===== config.mk =====
export PLATFORM = sky130hd
export DESIGN_NAME = pba_top
export DESIGN_NICKNAME = d
export VERILOG_FILES = /design/src/rtl/pba_pkg.sv /design/src/rtl/pba_fifo.sv /design/src/rtl/pba_pool.sv /design/src/rtl/pba_top.sv
export SDC_FILE = /design/constraint.sdc
export NUM_CORES = 1
export LEC_CHECK = 0
export ABC_AREA = 0
export BUFFER_PORTS_ARGS = -buffer_cell sky130_fd_sc_hd__buf_4
export CAP_MARGIN = 5
export CORE_ASPECT_RATIO = 0.6
export CORE_MARGIN = 4
export CORE_UTILIZATION = 58
export CTS_BUF_LIST = sky130_fd_sc_hd__clkbuf_4 sky130_fd_sc_hd__clkbuf_8
export CTS_CLUSTER_SIZE = 8
export DETAILED_ROUTE_END_ITERATION = 8
export PLACE_DENSITY = 0.78
export SYNTH_ARGS = -nofsm -noshare
export SYNTH_HDL_FRONTEND = slang
export SYNTH_SLANG_ARGS = --single-unit

===== constraint.sdc =====
create_clock -name clk -period 4.9 [get_ports clk]
set_input_delay 0.735 -clock clk [delete_from_list [all_inputs] [get_ports clk]]
set_output_delay 0.735 -clock clk [all_outputs]
set_load 0.05 [all_outputs]

===== src/rtl/pba_pkg.sv =====
`timescale 1ns/1ps
package pba_pkg;
  typedef enum logic [2:0] {
    OP_NOP        = 3'd0,
    OP_CLAIM_TX   = 3'd1,
    OP_CLAIM_RX   = 3'd2,
    OP_WIPE       = 3'd3,
    OP_GIVE_BACK  = 3'd4,
    OP_QUEUE_TX   = 3'd5,
    OP_DROP_RX    = 3'd6,
    OP_DROP_RX_GB = 3'd7
  } pba_op_e;
endpackage


===== src/rtl/pba_fifo.sv =====
`timescale 1ns/1ps
module pba_fifo #(
  parameter int W     = 5,
  parameter int DEPTH = 18
) (
  input  logic         clk,
  input  logic         rst_n,
  input  logic         clear,
  input  logic         push,
  input  logic [W-1:0] din,
  input  logic         pop,
  output logic [W-1:0] dout,
  output logic         empty,
  output logic         full
);
  localparam int PTR_W = (DEPTH > 1) ? $clog2(DEPTH) : 1;
  localparam int CNT_W = $clog2(DEPTH + 1);

  logic [W-1:0]     slots [DEPTH];
  logic [PTR_W-1:0] wr_ptr, rd_ptr;
  logic [CNT_W-1:0] count;
  logic             push_ok, pop_ok;

  function automatic logic [PTR_W-1:0] bump(input logic [PTR_W-1:0] p);
    return (p == PTR_W'(DEPTH - 1)) ? '0 : p + 1'b1;
  endfunction

  assign empty   = (count == '0);
  assign full    = (count == CNT_W'(DEPTH));
  assign pop_ok  = pop && !empty;
  assign push_ok = push && (!full || pop_ok);
  assign dout    = slots[rd_ptr];

  always_ff @(posedge clk) begin
    if (!rst_n || clear) begin
      wr_ptr <= '0;
      rd_ptr <= '0;
      count  <= '0;
    end else begin
      if (push_ok) begin
        slots[wr_ptr] <= din;
        wr_ptr        <= bump(wr_ptr);
      end
      if (pop_ok) rd_ptr <= bump(rd_ptr);
      case ({push_ok, pop_ok})
        2'b10:   count <= count + 1'b1;
        2'b01:   count <= count - 1'b1;
        default: count <= count;
      endcase
    end
  end

  assert_no_overflow_R8: assert property (@(posedge clk) disable iff (!rst_n)
    count <= CNT_W'(DEPTH));

  assert_head_shows_first_R8: assert property (@(posedge clk) disable iff (!rst_n)
    (push && empty && !pop && !clear) |=> (!empty && dout == $past(din)));
endmodule


===== src/rtl/pba_pool.sv =====
`timescale 1ns/1ps
module pba_pool #(
  parameter int NUM_PAGES = 24,
  parameter int NUM_PKTS  = 18,
  parameter int PNUM_W    = 5,
  parameter int PCNT_W    = 5
) (
  input  logic              clk,
  input  logic              rst_n,
  input  logic              clear,
  input  logic              claim_req,
  input  logic [PCNT_W-1:0] claim_pages,
  input  logic              honor_reserve,
  input  logic [PCNT_W-1:0] reserve,
  input  logic              give_req,
  input  logic [PNUM_W-1:0] give_pnum,
  output logic              claim_ok,
  output logic [PNUM_W-1:0] claim_pnum,
  output logic [PCNT_W-1:0] free_pages
);
  logic [NUM_PKTS-1:0] in_use;
  logic [PCNT_W-1:0]   held [NUM_PKTS];
  logic                any_idle;
  logic [PCNT_W-1:0]   usable;
  logic                give_hit;
  logic [PCNT_W-1:0]   give_pages;

  always_comb begin
    any_idle   = 1'b0;
    claim_pnum = '0;
    for (int i = 0; i < NUM_PKTS; i++) begin
      if (!any_idle && !in_use[i]) begin
        any_idle   = 1'b1;
        claim_pnum = PNUM_W'(i);
      end
    end
  end

  always_comb begin
    if (!honor_reserve)          usable = free_pages;
    else if (free_pages > reserve) usable = free_pages - reserve;
    else                         usable = '0;
  end

  assign claim_ok   = claim_req && any_idle && (claim_pages != '0) && (claim_pages <= usable);
  assign give_hit   = give_req && (give_pnum < PNUM_W'(NUM_PKTS)) && in_use[give_pnum];
  assign give_pages = give_hit ? held[give_pnum] : '0;

  always_ff @(posedge clk) begin
    if (!rst_n || clear) begin
      in_use     <= '0;
      free_pages <= PCNT_W'(NUM_PAGES);
    end else begin
      free_pages <= free_pages - (claim_ok ? claim_pages : '0) + give_pages;
      if (claim_ok) begin
        in_use[claim_pnum] <= 1'b1;
        held[claim_pnum]   <= claim_pages;
      end
      if (give_hit) in_use[give_pnum] <= 1'b0;
    end
  end

  assert_free_bound_R7: assert property (@(posedge clk) disable iff (!rst_n)
    free_pages <= PCNT_W'(NUM_PAGES));

  assert_claim_takes_R2: assert property (@(posedge clk) disable iff (!rst_n)
    (claim_ok && !give_req && !clear) |=> free_pages == $past(free_pages) - $past(claim_pages));

  assert_stray_give_R7: assert property (@(posedge clk) disable iff (!rst_n)
    (give_req && !give_hit && !claim_req && !clear) |=> $stable(free_pages));
endmodule


===== src/rtl/pba_top.sv =====
`timescale 1ns/1ps
module pba_top
  import pba_pkg::*;
#(
  parameter int PAGE_BYTES = 256,
  parameter int BUF_BYTES  = 6144,
  parameter int PNUM_W     = 5,
  parameter int QDEPTH     = 18,
  parameter int PCNT_W     = $clog2(BUF_BYTES / PAGE_BYTES + 1)
) (
  input  logic              clk,
  input  logic              rst_n,
  input  logic              cmd_valid,
  output logic              cmd_ready,
  input  logic [2:0]        cmd_op,
  input  logic [PCNT_W-1:0] cmd_pages,
  input  logic [PNUM_W-1:0] cmd_pnum,
  input  logic [PCNT_W-1:0] rx_reserve,
  output logic              busy,
  output logic              alloc_done,
  output logic              alloc_fail,
  output logic [PNUM_W-1:0] alloc_pnum,
  output logic [PCNT_W-1:0] free_pages,
  output logic [PCNT_W-1:0] mem_size,
  output logic              tx_empty,
  output logic [PNUM_W-1:0] tx_head,
  input  logic              tx_pop,
  output logic              rx_empty,
  output logic [PNUM_W-1:0] rx_head
);
  localparam int NUM_PAGES = BUF_BYTES / PAGE_BYTES;

  pba_op_e           pend_op;
  logic              pend_valid;
  logic [PCNT_W-1:0] pend_pages;
  logic [PNUM_W-1:0] pend_pnum;
  logic              take;
  logic              wipe, claim_req, claim_ok, give_req, tx_push, rx_push, rx_pop;
  logic [PNUM_W-1:0] claim_pnum, give_pnum;
  logic              tx_full, rx_full;

  assign cmd_ready = !pend_valid;
  assign busy      = pend_valid;
  assign take      = cmd_valid && cmd_ready;
  assign mem_size  = PCNT_W'(NUM_PAGES);

  always_ff @(posedge clk) begin
    if (!rst_n) begin
      pend_valid <= 1'b0;
      pend_op    <= OP_NOP;
      pend_pages <= '0;
      pend_pnum  <= '0;
    end else begin
      pend_valid <= take;
      if (take) begin
        pend_op    <= pba_op_e'(cmd_op);
        pend_pages <= cmd_pages;
        pend_pnum  <= cmd_pnum;
      end
    end
  end

  assign wipe      = pend_valid && (pend_op == OP_WIPE);
  assign claim_req = pend_valid && (pend_op == OP_CLAIM_TX || pend_op == OP_CLAIM_RX);
  assign give_req  = pend_valid && (pend_op == OP_GIVE_BACK ||
                                    (pend_op == OP_DROP_RX_GB && !rx_empty));
  assign give_pnum = (pend_op == OP_GIVE_BACK) ? pend_pnum : rx_head;
  assign tx_push   = pend_valid && (pend_op == OP_QUEUE_TX) && !tx_full;
  assign rx_push   = pend_valid && (pend_op == OP_CLAIM_RX) && claim_ok;
  assign rx_pop    = pend_valid && (pend_op == OP_DROP_RX || pend_op == OP_DROP_RX_GB);

  pba_pool #(
    .NUM_PAGES(NUM_PAGES), .NUM_PKTS(QDEPTH), .PNUM_W(PNUM_W), .PCNT_W(PCNT_W)
  ) u_pool (
    .clk(clk), .rst_n(rst_n), .clear(wipe),
    .claim_req(claim_req), .claim_pages(pend_pages),
    .honor_reserve(pend_op == OP_CLAIM_TX), .reserve(rx_reserve),
    .give_req(give_req), .give_pnum(give_pnum),
    .claim_ok(claim_ok), .claim_pnum(claim_pnum), .free_pages(free_pages)
  );

  pba_fifo #(.W(PNUM_W), .DEPTH(QDEPTH)) u_txq (
    .clk(clk), .rst_n(rst_n), .clear(wipe),
    .push(tx_push), .din(pend_pnum), .pop(tx_pop),
    .dout(tx_head), .empty(tx_empty), .full(tx_full)
  );

  pba_fifo #(.W(PNUM_W), .DEPTH(QDEPTH)) u_rxq (
    .clk(clk), .rst_n(rst_n), .clear(wipe),
    .push(rx_push), .din(claim_pnum), .pop(rx_pop),
    .dout(rx_head), .empty(rx_empty), .full(rx_full)
  );

  always_ff @(posedge clk) begin
    if (!rst_n || wipe) begin
      alloc_fail <= 1'b1;
      alloc_done <= 1'b0;
      alloc_pnum <= '0;
    end else if (take && pba_op_e'(cmd_op) == OP_CLAIM_TX) begin
      alloc_done <= 1'b0;
    end else if (pend_valid && pend_op == OP_CLAIM_TX) begin
      alloc_fail <= !claim_ok;
      alloc_done <= claim_ok;
      if (claim_ok) alloc_pnum <= claim_pnum;
    end
  end

  assert_busy_rise_R1: assert property (@(posedge clk) disable iff (!rst_n)
    take |=> busy);
  assert_busy_pulse_R1: assert property (@(posedge clk) disable iff (!rst_n)
    busy |=> !busy);
  assert_done_inverse_R4: assert property (@(posedge clk) disable iff (!rst_n)
    !busy |-> (alloc_done == !alloc_fail));
  assert_wipe_clears_R10: assert property (@(posedge clk) disable iff (!rst_n)
    wipe |=> (free_pages == mem_size && tx_empty && rx_empty && alloc_fail));
  assert_rx_room_R6: assert property (@(posedge clk) disable iff (!rst_n)
    rx_push |-> !rx_full);
endmodule


==> run metrics, run 1 <==
Max IR drop VDD=0.217 mV; GPL Wtd Cong=about 0.94; Finish-stage setup viols=0; layout cells sized above 1=about 23%; Hold Buf Count CTS=0; initial antenna violation count=0; fmax=~210 MHz; core area=roughly 0.026 mm²; input/output buffers=47; DP Wirelength=25800 µm; critical path startpoint category=flop; Reg clk slew, reported paths=~0.070 ns; Final WS setup=0.201 ns; Detailed Route WL=37800 µm; ys flop type=edfxtp_1; Tcrit/Tclk final=a little over nine tenths; P_leak=6.72 nW; Clock Tree Buf Depth=3; largest net degree at the start of global routing=32; first-pass GRT wire length=roughly 58000 µm; clk_lat worst skew=0.60 ns; area occupied by multi-input gates=0.00557 mm²; synth unique cells=just under 70; synth warn=0; Min Hold Slack=0.370 ns; area delta synth->final=16.5%; number of diodes=0; post-route insts no fill=1756; Die Area=0.0298 mm²; # fillers=roughly 1900; WP data arrival=5.17 ns; post-route cell area=~0.018 mm²; fin nets=around 1400; Initial Util=around three fifths; CP cell instances=buf_12 > buf_4 > mux2_2 > o22ai_1 > o21ai_1 > a41oi_2 > buf_4 > nand2_2 > o31ai_2 > o2111ai_2 > nor2_4 > o2111ai_2 > fa_1 > inv_2 > ha_4 > nor2b_2 > o21a_1 > nor2_1 > xnor2_1 > xnor2_1 > and2_1 > mux2i_1; Die Ht=135 µm; DRT Pass-1 Iters=5; Setup TNS=0 ns; crit path max fanout=15; CTS H-tree depth=2; ys async rst share=0%; placed cells=1643; register area share after synthesis=a little over three fifths; Hold Crit Depth=2; CP max stage delay=between 0.5 and 0.6 ns; critical path type=flop to flop; CTS root buffer=clkbuf_8; normalized max-slew margin=a little under a third; CTS tree=built; outcome=completed; via count=between 10000 and 15000; First DRT Iteration DRCs=1448; drt drc=0; FF/Latch Area=0.00980 mm²; overall power=between 6 and 7 mW; Max Clock Skew=0.0245 ns; clock sink count=between 300 and 400; Final ANT Viol Nets=0; Worst-Margin Slew=1.03 ns; final core utilization=between 60% and 70%; worst path required time=~5.4 ns; post-synthesis register bit count=roughly 350; depth of the most critical reg-to-reg path=22; pre-CTS setup slack=-0.274 ns; Power per Cell Area=~330 mW/mm²; critical path's slowest cell=fa_1; total global routing overflow=0; Fin. Hold Viols=0; WL/cell=21.5 µm; post-place instance area=~0.017 mm²; # IOs=53; Max-Cap Viols=0; EDFF count, synth=270; Synth Area per Inst=around 13 µm²; GRT Util Overall=about a quarter; Die X=220 µm; Min-Delay Path Class=input port to flop; TritonCTS Buffers=52; Post-Syn Area=0.0157 mm²; FP Rows=46; Slew Viols, Final=0; Syn Inst Count=1215; CP endpoint kind=flop; number of global-route vias before repair=slightly above 10000; via/cell ratio=around 6; Final min period=4.70 ns
==> cells in the final DEF (no fill, tap or decap), types with 9 or more instances in the layout <==
cell / instances
a31oi_1: 24
clkbuf_8: 56
inv_1: 44
mux2i_1: 82
nand2_1: 101
o21ai_0: 31
nand3_1: 28
buf_4: 126
nand4_1: 17
a21oi_1: 45
xnor2_1: 9
nor3_1: 9
nor2_1: 149
a22oi_1: 13
a21o_1: 10
xor2_1: 19
mux4_2: 29
and2_1: 11
clkbuf_4: 38
ha_1: 31
edfxtp_1: 270
dfxtp_1: 79
==> cells by family (layout without fill, tap and decap cells) <==
family	count (synthesis)	after routing	synth area share (%)
other	2	5	0.0480
AO/OA/AOI/OAI	195	195	8.40
flip-flops	354	354	62.5
multiplexers	118	118	9.91
AND/OR/NAND/NOR	371	371	10.7
XOR/XNOR	28	28	1.57
buffers and inverters	105	283	3.16
adder cells (fa/ha/maj)	42	42	3.69
==> worst max-delay path: cells and delay by family (launching register included) <==
kind            cells  cell delay, ns
compound gates      7            1.45
xor+xnor            2            0.29
fa+ha+maj           2            0.74
buf+inv             4            0.56
flops               1            0.39
mux                 2            0.40
simple gates        5            0.72
==> synthesized netlist by cell type (15+ instances only) <==
cell	n	share of area [%]
o21ai_0	34	1.1
a21oi_1	48	1.5
xor2_1	19	1.1
nand4_1	17	0.68
a22oi_1	15	0.72
ha_1	35	2.8
nand3_1	29	0.93
inv_1	48	1.2
mux2i_1	83	5.3
nor2_1	149	3.6
clkbuf_1	28	0.67
dfxtp_1	84	11
mux4_2	29	4.2
edfxtp_1	270	52
a31oi_1	26	1.0
nand2_1	102	2.4
==> registers in the layout (all words and copies together) (netlist names), 5 cells and up, named ones only <==
name,count
u_pool.held,90
u_rxq.slots,90
u_txq.slots,90
u_pool.in_use,18
alloc_pnum,5
pend_pages,5
pend_pnum,5
u_pool.free_pages,5
u_rxq.count,5
u_rxq.rd_ptr,5
u_rxq.wr_ptr,5
u_txq.count,5
u_txq.rd_ptr,5
u_txq.wr_ptr,5
==> power by group <==
part           internal, mW  switching [mW]  leakage, nW
Sequential             3.22          0.0185         3.39
Combinational         0.124           0.202         2.73
Clock                  1.39            1.11        0.596
Total                  4.74            1.33         6.72
==> final cells by class <==
| class | count | share of cell area (%) |
|---|---|---|
| clock buffers | 94 | 5.79 |
| clock inverters | 4 | 0.274 |
| inverters | 48 | 0.988 |
| multi-input cells | 759 | 30.5 |
| flip-flops and latches | 354 | 53.7 |
| well taps | 360 | 2.47 |
| repair buffers | 137 | 6.21 |
==> routing by layer <==
metal | GRT usage (%) | wire [µm] | vias to the layer above
li1 | - | - | 4765
met1 | 40.1 | 16900 | 5170
met2 | 35.6 | 16100 | 612
met3 | 5.69 | 4260 | 61
met4 | 6.06 | 585 | 0
met5 | 0 | 0 | -
==> what timing repair did <==
action | in CTS | in global routing
setup buffers | 2 | 11
pin swaps | 1 | 17
gates resized for setup | 2 | 31
setup endpoints to repair | 1 | 4
cloned | 0 | 2
==> final timing paths <==
check / start / end / slack [ns]
max reg2reg: flop / u_pool.free_pages[4]$_SDFF_PP1_ / 0.20
min reg2reg: alloc_pnum[1]$_SDFFE_PP0P_ / alloc_pnum[1]$_SDFFE_PP0P_ / 0.50
max: flop / u_pool.free_pages[4]$_SDFF_PP1_ / 0.20
min: cmd_op[0] / alloc_done$_SDFFE_PP0P_ / 0.37
No activity file was read; power rests on OpenSTA's default activity.
==> inputs of run 2 (changes only) <==
- CORE_ASPECT_RATIO: 0.6 -> 1.5
==> run 2 against run 1 <==
Against the previous run: clock-buffer cell count decreased by 2; worst setup slack worse by 0.086 ns; wire length shrank 7.5%; largest power group unchanged; die area fell by 0.11%; critical endpoint unchanged; clock skew up 0.0066 ns; combinational power about the same; clock power shrank 3%; non-clock buffer count down 17; critical path depth is 2 lower.
==> run metrics, run 2 (synthesis results as in run 1) <==
outcome=completed; Min Hold Slack=around 0.33 ns; area delta synth->final=14.9%; Die Area=0.0297 mm²; P_leak=roughly 6.6 nW; Hold Crit Depth=2; largest net degree at the start of global routing=32; fmax=approximately 210 MHz; critical path startpoint category=flop; via/cell ratio=slightly below 6; critical path's slowest cell=fa_2; WL/cell=about 20 µm; TritonCTS Buffers=52; CP endpoint kind=flop; first-pass GRT wire length=about 54000 µm; CTS root buffer=clkbuf_8; DP Wirelength=between 20000 and 25000 µm; clock sink count=354; GPL Wtd Cong=~0.92; Min-Delay Path Class=input port to flop; CP delay by family, top=compound AO/OA/AOI/OAI gates; input/output buffers=47; Slew Viols, Final=0; critical path type=flop to flop; DRT Pass-1 Iters=5; CP max stage delay=0.48 ns; WP data arrival=approximately 5.3 ns; hold path start=cmd_op[0]; number of diodes=0; CP cell instances=buf_12 > buf_4 > mux2i_1 > a22oi_1 > a21o_1 > a41oi_4 > buf_4 > or3b_1 > o21ai_1 > nor2_4 > nand3_1 > fa_2 > fa_2 > nor2b_4 > o21a_1 > nor2_1 > xnor2_1 > xnor2_1 > and2_1 > mux2i_1; drt drc=0; CP bufs+invs=3; Max IR drop VDD=~0.3 mV; crit path max fanout=30; worst path required time=~5.4 ns; # IOs=53; CTS tree=built; initial antenna violation count=0; Endpoint, Worst Hold=alloc_done$_SDFFE_PP0P_; Reg clk slew, reported paths=0.06 ns; normalized max-slew margin=35.9%; Worst-Margin Slew=0.960 ns; Die X=142 µm; clk_lat worst skew=roughly 0.61 ns; via count=10100; core area=~0.027 mm²; GRT Util Overall=23.5%; FP Rows=between 70 and 80; Max Clock Skew=0.0311 ns; depth of the most critical reg-to-reg path=20; Fin. Hold Viols=0; Final WS setup=between 0.1 and 0.15 ns; Tcrit/Tclk final=slightly below 100%; Finish-stage setup viols=0; Clock Tree Buf Depth=3; biggest regs=u_pool.held: 90 flops, u_rxq.slots: 90 flops, u_txq.slots: 90 flops; pre-CTS setup slack=-0.276 ns; most frequent cells in the layout=edfxtp_1 (270), nor2_1 (149), buf_4 (113), nand2_1 (102), mux2i_1 (83); overall power=5.99 mW; CP Depth=20; flop2flop setup slack=0.11 ns; fin nets=1399; Power per Cell Area=between 300 and 400 mW/mm²; number of global-route vias before repair=around 10000; total global routing overflow=0; r2r endpoint=u_pool.free_pages[4]$_SDFF_PP1_; Initial Util=~59%; layout cells sized above 1=between 20 and 25%; Die Ht=approximately 210 µm; Hold Buf Count CTS=0; Setup TNS=0 ns; final core utilization=~68%; Final ANT Viol Nets=0; First DRT Iteration DRCs=roughly 800; Max-Cap Viols=0; Final min period=roughly 4.8 ns; Detailed Route WL=34900 µm; CTS H-tree depth=2; most common cell after layout, fill and taps aside=edfxtp_1
## run 2: cell types whose count changed in the layout (fill, tap and decap cells not counted), moves of 2 or more
| cell | delta |
|---|---|
| buf_12 | +2 |
| buf_4 | -13 |
| buf_6 | -4 |
| clkbuf_16 | -2 |
| clkbuf_4 | -2 |
| clkinvlp_4 | -2 |
| dfxtp_4 | -2 |
| inv_8 | +2 |
## run 2: through the flow
step | instance area (µm²) | std cells
2_1_floorplan | 15700 | 1218
3_3_place_gp | 16800 | 1611
3_5_place_dp | 16800 | 1611
4_1_cts | 17900 | 1709
5_1_grt | 18000 | 1715
6_report | 18000 | 1715
## run 2: timing repair
action,4_1_cts,5_1_grt
gates resized for setup,1,16
setup endpoints to repair,1,4
pin swaps,1,16
setup buffers,1,6
hold endpoints to repair,0,0
## run 2: where the power goes
part / internal, mW / switching [mW] / leakage [nW]
sequential: 3.23 / 0.0154 / 3.39
clock: 1.34 / 1.08 / 0.595
combinational: 0.128 / 0.195 / 2.64
## run 2: worst max path at each step
stage	startpoint	to	slack [ns]
3_5_place_dp	rx_reserve[1]	u_pool.free_pages[4]$_SDFF_PP1_	-0.28
3_3_place_gp	rx_reserve[1]	u_pool.free_pages[4]$_SDFF_PP1_	-0.12
5_1_grt	flop	u_pool.free_pages[4]$_SDFF_PP1_	-0.003
2_1_floorplan	rx_reserve[1]	u_pool.free_pages[4]$_SDFF_PP1_	-0.04
6_report	flop	u_pool.free_pages[4]$_SDFF_PP1_	0.11
4_1_cts	flop	u_pool.free_pages[4]$_SDFF_PP1_	0.009
## run 2: worst register-to-register path: stages (launching register included)
cell and delay (ns):
dfxtp_2 0.34, buf_12 0.21, buf_4 0.26, mux2i_1 0.22, a22oi_1 0.10, a21o_1 0.27, a41oi_4 0.33, buf_4 0.18
or3b_1 0.44, o21ai_1 0.34, nor2_4 0.08, nand3_1 0.14, fa_2 0.48, fa_2 0.43, nor2b_4 0.13, o21a_1 0.12
nor2_1 0.05, xnor2_1 0.17, xnor2_1 0.16, and2_1 0.15, mux2i_1 0.06
## run 2: area by class of cell
| type | instances | area (µm²) |
|---|---|---|
| clock inverter | 5 | 52.6 |
| tap | 337 | 422 |
| multi-input combinational | 759 | 5520 |
| inverter | 48 | 183 |
| sequential | 354 | 9790 |
| timing repair buffer | 120 | 980 |
| clock buffer | 92 | 1040 |
| fill | 1828 | 8580 |
## run 2: per-layer routing
metal / wire length, µm / share of wire (%) / GRT usage [%] / up-vias
li1: - / - / - / 4748
met4: 1340 / 3.8 / 9.80 / 0
met2: 19500 / 56 / 44.0 / 311
met3: 1670 / 4.8 / 3.64 / 85
met5: 0 / 0 / 0 / -
met1: 12500 / 36 / 26.2 / 4914
==> inputs of run 3 (changes only) <==
- SKIP_LAST_GASP: default -> 1
- SYNTH_HIERARCHICAL: default -> 1
==> run 3 against run 2 <==
Against the previous run: highest routed layer unchanged; wire length increased by 2.5%; clock skew grew 0.0010 ns; critical path depth down 1; combinational power is 82% higher; via count grew 1.9%; clock-buffer cell count rose by 1; critical endpoint is now u_pool/free_pages[4]$_SDFF_PP1_; utilization grew 0.70 points; largest power group unchanged; cell area grew 3.1%; global-route usage down 0.33 points.
==> run metrics, run 3 <==
depth of the most critical reg-to-reg path=19; most common cell after layout, fill and taps aside=edfxtp_1; critical path startpoint category=flop; post-route cell area=about 0.019 mm²; critical path type=flop to flop; CP Depth=19; via count=a little over 10000; post-place instance area=approximately 0.017 mm²; # fillers=1852; Reg power frac=a little over half; switching share of power=roughly a quarter; # IOs=53; outcome=completed; area delta synth->final=16.5%; biggest regs=u_pool/held: 90 flops, u_rxq/slots: 90 flops, u_txq/slots: 90 flops; Post-Syn Area=0.0159 mm²; Max-Cap Viols=0; fin nets=about 1400; synth warn=6; Synth Area per Inst=approximately 14 µm²; clock group share of total power=38.7%; CP endpoint kind=flop; largest net degree at the start of global routing=31; Die X=~140 µm; GRT Util Overall=between 20% and 30%; TritonCTS Buffers=52; CP delay by family, top=multiplexers; NetSw=between 1 and 1.5 mW; via/cell ratio=between 6 and 7; layout cells sized above 1=roughly a quarter; Pint=around 5 mW; WP data arrival=approximately 5.2 ns; CTS tree=built; Initial Util=58.7%; critical path's slowest cell=mux4_2; clk_lat worst skew=0.61 ns; DP Wirelength=around 25000 µm; DRT Pass-1 Iters=6; Max Clock Skew=about 0.032 ns; Slew Viols, Final=0; first-pass GRT wire length=54500 µm; CP endpoint=u_pool/free_pages[4]$_SDFF_PP1_; Min-Delay Path Class=input port to flop; P_leak=6.56 nW; initial antenna violation count=1; fmax=about 210 MHz; r2r endpoint=u_pool/free_pages[4]$_SDFF_PP1_; core area=approximately 0.027 mm²; Max IR drop VDD=about 0.35 mV; First DRT Iteration DRCs=826; clock sink count=around 350; Comb pwr share=9.3%; most frequent cells in the layout=edfxtp_1 (270), buf_4 (128), nor2_1 (98), dfxtp_1 (82), nand2_1 (80); CTS root buffer=clkbuf_8; CP cell instances=buf_12 > mux4_2 > mux2i_1 > o31ai_4 > mux2_2 > mux4_2 > nand2_1 > a211oi_1 > o21a_2 > buf_4 > buf_4 > nand3_1 > fa_1 > inv_1 > ha_1 > a21oi_2 > xnor2_1 > xnor3_1 > nand2_1; Fin. Hold Viols=0; Syn Inst Count=1161; total global routing overflow=0; Final min period=around 4.7 ns; FP Rows=74; Power per Cell Area=between 300 and 400 mW/mm²; Worst-Margin Slew=about 1.1 ns; input/output buffers=47; flop2flop setup slack=about 0.23 ns; CP max stage delay=between 0.5 and 0.6 ns; Finish-stage setup viols=0; CTS H-tree depth=2; WL/cell=~21 µm; crit path max fanout=15; Final ANT Viol Nets=0; Detailed Route WL=approximately 36000 µm; normalized max-slew margin=between 20% and 30%; Final WS setup=between 0.2 and 0.25 ns; RSZ-0062 raised after global routing=false; pre-CTS setup slack=-0.334 ns; Tcrit/Tclk final=between 90% and 100%; Clock Tree Buf Depth=3; worst path required time=around 5.4 ns; drt drc=0; GPL Wtd Cong=0.961; Die Ht=211 µm; Die Area=0.0302 mm²; Reg clk slew, reported paths=0.06 ns; number of global-route vias before repair=a little over 10000; CP bufs+invs=4
run 3: changes by cell type in the layout (fill, tap and decap cells not counted), moves of 12 or more:
| cell | previous run | this run |
|---|---|---|
| nor2_1 | 149 | 98 |
| nand2_1 | 102 | 80 |
| mux2i_1 | 83 | 62 |
| buf_4 | 113 | 128 |
| o21ai_0 | 32 | 17 |
| a31oi_1 | 24 | 11 |
| mux4_2 | 29 | 41 |
| nand4_1 | 17 | 5 |
run 3: how the worst min path moves through the flow:
stage	depth (start not counted)	start	slack, ns	endpoint
2_1_floorplan	2	u_txq/count[2]$_SDFFE_PP0P_	0.46	u_txq/count[2]$_SDFFE_PP0P_
3_3_place_gp	2	alloc_done$_SDFFE_PP0P_	0.45	alloc_done$_SDFFE_PP0P_
3_5_place_dp	2	alloc_done$_SDFFE_PP0P_	0.47	alloc_done$_SDFFE_PP0P_
4_1_cts	3	cmd_pnum[4]	0.34	pend_pnum[4]$_SDFFE_PN0P_
5_1_grt	3	cmd_pnum[4]	0.36	pend_pnum[4]$_SDFFE_PN0P_
6_report	3	cmd_pages[1]	0.39	pend_pages[1]$_SDFFE_PN0P_
run 3: stage by stage:
| stage | cells | hold WS, ns | utilization [%] | power [mW] | TNS (ns) |
|---|---|---|---|---|---|
| 3_3_place_gp | 1579 | 0.449 | 63.3 | 3.94 | -0.207 |
| 4_1_cts | 1677 | 0.344 | 67.4 | 6.41 | 0 |
| 3_5_place_dp | 1579 | 0.474 | 63.3 | 3.95 | -5.24 |
| 5_1_grt | 1685 | 0.359 | 68.4 | 6.58 | 0 |
| 6_report | 1686 | 0.387 | 68.4 | 6.35 | 0 |
| 2_1_floorplan | 1164 | 0.465 | - | 3.79 | -0.0738 |
run 3: cell type report:
cell class	instances	area (µm²)	share of cell area, %
antenna	1	2.50	0.0135
clock buffer	93	1040	5.62
clock inverter	5	70.1	0.378
inverter	37	139	0.748
multi-input combinational	719	5960	32.1
sequential	354	9800	52.8
tap	342	428	2.31
timing repair buffer	135	1120	6.04
run 3: layer usage:
metal  vias to the layer above  part of all wire (%)  track usage [%]
met3                       110                   6.1             3.94
met1                      5016                    35             25.9
met2                       393                    55             42.7
met5                         -                     0                0
li1                       4731                     -                -
met4                         0                   4.7             10.7
run 3: power groups by stage:
stage | clock network (mW) | registers [mW] | logic, mW
finish | 2.46 | 3.30 | 0.588
global route | 2.64 | 3.31 | 0.627
CTS | 2.52 | 3.31 | 0.585
detailed placement | 0 | 3.37 | 0.583
global placement | 0 | 3.37 | 0.568
floorplan | 0 | 3.35 | 0.438
run 3: worst reg2reg max path, delay by kind of cell, from the launching register on:
family	cells	cell delay, ns
simple gates	3	0.22
xor+xnor	2	0.38
compound gates	4	0.79
mux	4	1.58
buf+inv	4	0.42
flops	1	0.40
fa+ha+maj	2	0.82
run 3: what timing repair did:
| item | 4_1_cts | 5_1_grt |
|---|---|---|
| endpoints found under the setup margin | 1 | 74 |
| hold buffers | 0 | 0 |
| cloned | 0 | 5 |
| gates resized for setup | 2 | 29 |
| pin swaps | 0 | 8 |
| buffers inserted | 0 | 3 |
